--- config.mk ---
export PLATFORM = sky130hd
export DESIGN_NAME = mflag_status
export DESIGN_NICKNAME = d
export VERILOG_FILES = /design/src/rtl/mflag_pkg.sv /design/src/rtl/mflag_bit.sv /design/src/rtl/mflag_stop_qual.sv /design/src/rtl/mflag_irq.sv /design/src/rtl/mflag_status.sv
export SDC_FILE = /design/constraint.sdc
export NUM_CORES = 1
export LEC_CHECK = 0
export BUFFER_PORTS_ARGS = -buffer_cell sky130_fd_sc_hd__buf_2
export CORE_AREA = 3 3 40 42
export DETAILED_ROUTE_END_ITERATION = 8
export DIE_AREA = 0 0 43 45
export MAX_ROUTING_LAYER = met4
export PLACE_DENSITY = 0.79
export SYNTH_ARGS = -nofsm -noshare
export SYNTH_HDL_FRONTEND = slang
export SYNTH_SLANG_ARGS = --single-unit
--- constraint.sdc ---
create_clock -name clk -period 1 [get_ports clk]
set_input_delay 0.2 -clock clk [delete_from_list [all_inputs] [get_ports clk]]
set_output_delay 0.2 -clock clk [all_outputs]
set_load 0.02 [all_outputs]
--- src/rtl/mflag_pkg.sv ---
package mflag_pkg;
   // Hardware-sourced flags, offset above the auxiliary event bits.
   // The order fixes the register layout: NACK highest, then ARB, then STOP.
   typedef enum int {
      SRC_STOP = 0,
      SRC_ARB  = 1,
      SRC_NACK = 2
   } mflag_src_e;

   localparam int NUM_HW_SRC = 3;
endpackage

--- src/rtl/mflag_bit.sv ---
module mflag_bit (
   input  logic clk,
   input  logic rst_n,
   input  logic set_i,
   input  logic clr_i,
   output logic q_o
);
   always_ff @(posedge clk) begin
      if (!rst_n)     q_o <= 1'b0;
      else if (set_i) q_o <= 1'b1;
      else if (clr_i) q_o <= 1'b0;
   end

   // a flag without a clear request holds at 1
   p_sticky_r3: assert property (@(posedge clk) disable iff (!rst_n)
      (q_o && !clr_i) |=> q_o);
   // a clear without a set empties the flag
   p_clear_r4: assert property (@(posedge clk) disable iff (!rst_n)
      (clr_i && !set_i) |=> !q_o);
   // a set always lands, even against a clear
   p_set_wins_r5: assert property (@(posedge clk) disable iff (!rst_n)
      set_i |=> q_o);
endmodule

--- src/rtl/mflag_stop_qual.sv ---
module mflag_stop_qual (
   input  logic clk,
   input  logic rst_n,
   input  logic force_stop_i,
   input  logic nack_i,
   input  logic data_phase_i,
   input  logic stop_sent_i,
   output logic stop_set_o
);
   logic req_now;
   logic pend_q;

   assign req_now    = force_stop_i | (nack_i & data_phase_i);
   assign stop_set_o = stop_sent_i & (pend_q | req_now);

   always_ff @(posedge clk) begin
      if (!rst_n)           pend_q <= 1'b0;
      else if (stop_sent_i) pend_q <= 1'b0;
      else if (req_now)     pend_q <= 1'b1;
   end

   // a completed STOP always consumes the pending request
   p_consume_r9: assert property (@(posedge clk) disable iff (!rst_n)
      stop_sent_i |=> !pend_q);
endmodule

--- src/rtl/mflag_irq.sv ---
module mflag_irq #(
   parameter int NFLAG = 7
) (
   input  logic [NFLAG-1:0] flags_i,
   input  logic [NFLAG-1:0] en_i,
   output logic             req_o
);
   logic [NFLAG-1:0] gated;

   generate
      for (genvar i = 0; i < NFLAG; i++) begin : g_gate
         assign gated[i] = flags_i[i] & en_i[i];
      end
   endgenerate

   assign req_o = |gated;
endmodule

--- src/rtl/mflag_status.sv ---
module mflag_status
   import mflag_pkg::*;
#(
   parameter int  DW        = 8,
   parameter int  NUM_AUX   = 4,
   parameter bit  MEN_RESET = 1'b1,
   parameter bit  IRQ_REG   = 1'b0
) (
   input  logic               clk,
   input  logic               rst_n,
   input  logic               rd_en,
   input  logic               wr_en,
   input  logic [DW-1:0]      wr_data,
   output logic [DW-1:0]      rd_data,
   input  logic [NUM_AUX+2:0] irq_en,
   input  logic               men_wr,
   input  logic               men_wdata,
   output logic               men_o,
   input  logic               ev_ack_nack,
   input  logic               ev_data_phase,
   input  logic               ev_force_stop,
   input  logic               ev_stop_sent,
   input  logic               ev_arb_lost,
   input  logic [NUM_AUX-1:0] ev_aux,
   output logic               irq_o
);
   localparam int NFLAG    = NUM_AUX + NUM_HW_SRC;
   localparam int NRSV     = DW - NFLAG;
   localparam int IDX_STOP = NUM_AUX + SRC_STOP;
   localparam int IDX_ARB  = NUM_AUX + SRC_ARB;
   localparam int IDX_NACK = NUM_AUX + SRC_NACK;

   generate
      if (NRSV < 1) begin : g_bad_width
         $error("mflag_status: DW must exceed the flag count");
      end
      if (NUM_AUX < 1) begin : g_bad_aux
         $error("mflag_status: NUM_AUX must be at least 1");
      end
   endgenerate

   logic [NFLAG-1:0] set_v;
   logic [NFLAG-1:0] clr_v;
   logic [NFLAG-1:0] flags;
   logic             stop_set;
   logic             irq_raw;

   // ---------------- STOP source qualification
   mflag_stop_qual u_stop (
      .clk          (clk),
      .rst_n        (rst_n),
      .force_stop_i (ev_force_stop),
      .nack_i       (ev_ack_nack),
      .data_phase_i (ev_data_phase),
      .stop_sent_i  (ev_stop_sent),
      .stop_set_o   (stop_set)
   );

   // ---------------- set / clear vectors
   always_comb begin
      set_v                = '0;
      set_v[NUM_AUX-1:0]   = ev_aux;
      set_v[IDX_STOP]      = stop_set;
      set_v[IDX_ARB]       = ev_arb_lost;
      set_v[IDX_NACK]      = ev_ack_nack;
   end

   assign clr_v = {NFLAG{wr_en}} & ~wr_data[NFLAG-1:0];

   generate
      for (genvar i = 0; i < NFLAG; i++) begin : g_flag
         mflag_bit u_bit (
            .clk   (clk),
            .rst_n (rst_n),
            .set_i (set_v[i]),
            .clr_i (clr_v[i]),
            .q_o   (flags[i])
         );
      end
   endgenerate

   // ---------------- read path (reserved bits fixed at 0)
   assign rd_data = rd_en ? {{NRSV{1'b0}}, flags} : '0;

   // ---------------- master enable
   always_ff @(posedge clk) begin
      if (!rst_n)           men_o <= MEN_RESET;
      else if (ev_arb_lost) men_o <= 1'b0;
      else if (men_wr)      men_o <= men_wdata;
   end

   // ---------------- interrupt
   mflag_irq #(.NFLAG(NFLAG)) u_irq (
      .flags_i (flags),
      .en_i    (irq_en),
      .req_o   (irq_raw)
   );

   generate
      if (IRQ_REG) begin : g_irq_reg
         always_ff @(posedge clk) begin
            if (!rst_n) irq_o <= 1'b0;
            else        irq_o <= irq_raw;
         end
      end else begin : g_irq_comb
         assign irq_o = irq_raw;
      end
   endgenerate

   // arbitration loss drops the enable at the next edge
   p_arb_men_r7: assert property (@(posedge clk) disable iff (!rst_n)
      ev_arb_lost |=> !men_o);
   // a dropped enable stays low until software writes 1
   p_men_hold_r8: assert property (@(posedge clk) disable iff (!rst_n)
      (!men_o && !(men_wr && men_wdata)) |=> !men_o);
   // the STOP flag only rises on the edge after a STOP strobe
   p_stop_src_r9: assert property (@(posedge clk) disable iff (!rst_n)
      (!flags[IDX_STOP] && !ev_stop_sent) |=> !flags[IDX_STOP]);
   // a NACK strobe always leaves the NACK flag set
   p_nack_r6: assert property (@(posedge clk) disable iff (!rst_n)
      ev_ack_nack |=> flags[IDX_NACK]);
endmodule

; ---- Yosys cells after proc, flatten, opt, wreduce, memory -nomap -nowiden
; Cells that the tools add are included.
[totals]
ff_bits = 9
word_cells = 50
input_bits = 30
out_inout_bits = 10
[classes]
muxes = 17
n_reduce_logical = 10
bitwise_logic = 14
[ops]
columns = op, count
row1 = 1-bit two-way mux, 16
row2 = 2-bit nonzero test, 8
row3 = 1-bit bitwise AND, 9
row4 = 7-bit bitwise AND, 1
row5 = 7-bit two-way mux, 1
row6 = 7-bit NOT, 1
row7 = 7-bit OR reduction, 1
row8 = 1-bit OR, 2
row9 = 2-bit OR reduction, 1
row10 = 1-bit NOT, 1

; ---- Depth between registers and ports, before layout
[logic_depth]
ltp_word = 5
mapped_depth = 3

; ---- By module
; A second synthesis with hierarchy kept.
[unflattened]
hier_cells = 48
hier_area_um2 = 499.2
[modules_own_cells]
columns = mod, area_per_inst_um2, cells_per_inst, n_inst
row1 = mflag_bit, 41.3, 3, 7
row2 = mflag_status, 133.9, 19, 1
row3 = mflag_stop_qual, 46.3, 4, 1
row4 = mflag_irq, 30.0, 4, 1

; ---- Worst setup path before layout
; OpenSTA, ideal clock, no wires.
[synth_path]
kind = register to output
startpoint = reg g_flag[3].u_bit.q_o
endpoint = out irq_o
arrival_time_ns = 0.813
path_slack_ns = -0.013
stages_incl_launch_ff = 3
cell_sequence = dfxtp_1 -> a222oi_1 -> nand3_1
[synth_between]
elab_chain_len = 2
[synth_rtl]
columns = element, line
row1 = from (decl), mflag_bit.sv:6  ; output logic q_o
row2 = from (signal assigned), mflag_bit.sv:9  ; if (!rst_n) q_o <= 1'b0;
row3 = from (signal assigned), mflag_bit.sv:10  ; else if (set_i) q_o <= 1'b1;
row4 = from (signal assigned), mflag_bit.sv:11  ; else if (clr_i) q_o <= 1'b0;
row5 = 1-bit bitwise AND, mflag_irq.sv:12  ; assign gated[i] = flags_i[i] & en_i[i];
row6 = 7-bit OR reduction, mflag_irq.sv:16  ; assign req_o = |gated;
row7 = to (decl), mflag_status.sv:25  ; output logic irq_o
; No other way between the ends.

; ---- Worst setup path after layout
; Ends and elaborated chain as after synthesis.

==> out/metrics.yaml <==
synth_compound_area_share_pct: 30.2
dp_worst_setup_slack_ps: -93.8
cap_violations: 0
violations: "setup timing"
die_h_um: 45
cts_root_buf: "clkbuf_4"
holdBufCountCts: 0
yosys_warnings: 0
nFillCells: 127
via_per_inst: 4.52
skew_ps: 0.0336
multiInputGateArea_um2: 216
core_region_area_um2: 1280
ir_drop_mv: 0.635
path_clk_slew_ps: 60
clockBufferDepth: 2
ys_ff_latch: 9
antenna_found_initial: 0
synth_cell_types: 16
io_buffer_count: 37
grt-ovfl-total: 0
layout-drive-gt1-share_pct: 61.8
area_growth_pct: 72.2
drt_iter0_drc: 9
cts.sinks: 9
status: "finished, violations left"
finalCritPeriodShare_pct: 138
grt_pass1_wl_mm: 1.74
setup_viol: 8
grt_max_degree: 11
gp_congestion: 0.718
timing.hold.worst.class: "primary input to flop"
utilization_pct: 55.5
period_minus_slack_ps: 1380
avgSynthCellArea_um2: 8.63
layout_common_cells: "buf_2 (30), o21ai_0 (8)"
powerDensity_nw_per_um2: 1250
drc: 0
power_uw: 890
synthAdderAreaFrac_pct: 0
grt_pass1_vias: 446
initial_core_util_pct: 32.2
nets: 120
place_area_um2: 611
wirelength_mm: 1.08
setup_ws_ps: -381
die_x_um: 43
crit_arrival_ps: 1180
path_class: "flop to output port"
layout_commonest_cell: "buf_2"
muxShareOfSynthArea_pct: 2.42
yosysSeqAreaShare_pct: 43.5
die_area_um2: 1940
synth_top_family_by_area: "compound AO/OA/AOI/OAI gates"
worst_ep_required_time_ps: 800
num_vias: 470
synth-xor-area-share_pct: 0
max_freq_mhz: 724
drt_pass1_iterations: 4
crit_fanout: 2
antenna_cells: 0
startpoint_type: "flop"
p_leak_nw: 0.370
fin_area_um2: 713
regArea_um2: 189
drtAntennaViolNets: 0
wire_per_inst_um: 10.4
cts_max_level: 1
synthSimpleGateAreaFrac_pct: 14.8
cts_tree: "built"
ios: 40
hold_violations: 0
numCtsBuffers: 3
syn_area_um2: 414
grt_use_total_pct: 12.4
syn_nets: 78
slew_violations: 0
rows: 13
crit_path_end_kind: "output port"
rsz0062_at_grt: "true"
syn_inst: 48
insertion_delay_ps: 260
repair_timing:
| action | 4_1_cts | 5_1_grt |
|---|---|---|
| resized for setup | 27 | 1 |
| setup endpoints to repair | 8 | 8 |
| buffers inserted | 0 | 1 |
| pin swaps | 0 | 2 |
through the flow:
| step | setup TNS, ps | instances | hold slack [ps] |
|---|---|---|---|
| after global placement | -79.0 | 99 | 378 |
| after global routing | -1070 | 104 | 124 |
| final | -714 | 104 | 111 |
| after floorplan | -13.0 | 48 | 276 |
| after detailed placement | -93.8 | 99 | 380 |
| after CTS | -693 | 103 | 106 |
flip-flops by register name (all words and copies together), names as in the netlist:
register,count
g_flag.u_bit.q_o,7
u_stop.pend_q,1
men_o,1
where the power goes:
group	leakage (nW)	switching (mW)	internal, mW	total, mW
Combinational	0.278	0.0918	0.117	0.209
Clock	0.0150	0.121	0.153	0.275
Sequential	0.0768	0.0162	0.389	0.406
Total	0.370	0.229	0.660	0.890
area by class of cell:
type	instances	area share [%]
Timing Repair Buffer	38	33.2
Clock buffer	4	3.68
Inverter	7	3.68
Sequential cell	9	26.5
Tap cell	15	2.63
Multi-Input combinational cell	31	30.4
per-layer routing:
layer,track usage (%),vias to the layer above,part of all wire [%]
met2,19.5,30,44
met5,-,-,0
li1,-,247,-
met3,2.79,2,13
met4,7.23,0,1.3
met1,14.6,191,42
synth_stat cells, drive strengths merged:
cell,count,share of area (%)
a211oi,1,1.8
a21boi,6,11
a222oi,1,2.4
a22oi,2,3.6
and2,7,11
buf,1,1.8
conb,1,0.91
dfxtp,9,44
inv,7,6.3
mux2i,1,2.4
nand2,1,0.91
nand3,1,1.2
nor3b,1,1.8
o211ai,1,1.8
o21ai,8,9.7
cell families after synthesis:
group                  count (synthesis)
AO/OA/AOI/OAI                         19
other                                  1
AND/OR/NAND/NOR                       10
multiplexers                           1
buffers and inverters                  8
flip-flops                             9
worst paths after layout:
kind         slack, ps  depth (start not counted)             endpoint                 from
min                110                          2        u_stop.pend_q         ev_stop_sent
max               -380                          3                irq_o  g_flag[3].u_bit.q_o
min reg2reg        490                          2  g_flag[1].u_bit.q_o  g_flag[1].u_bit.q_o
max reg2reg        240                          2  g_flag[4].u_bit.q_o        u_stop.pend_q
worst max-delay path: stages, from the launching register on:
cell and delay [ps]:
dfxtp_2 320, a222oi_1 330, nand3_1 110, buf_2 170
No activity file was read; power rests on OpenSTA's default activity.
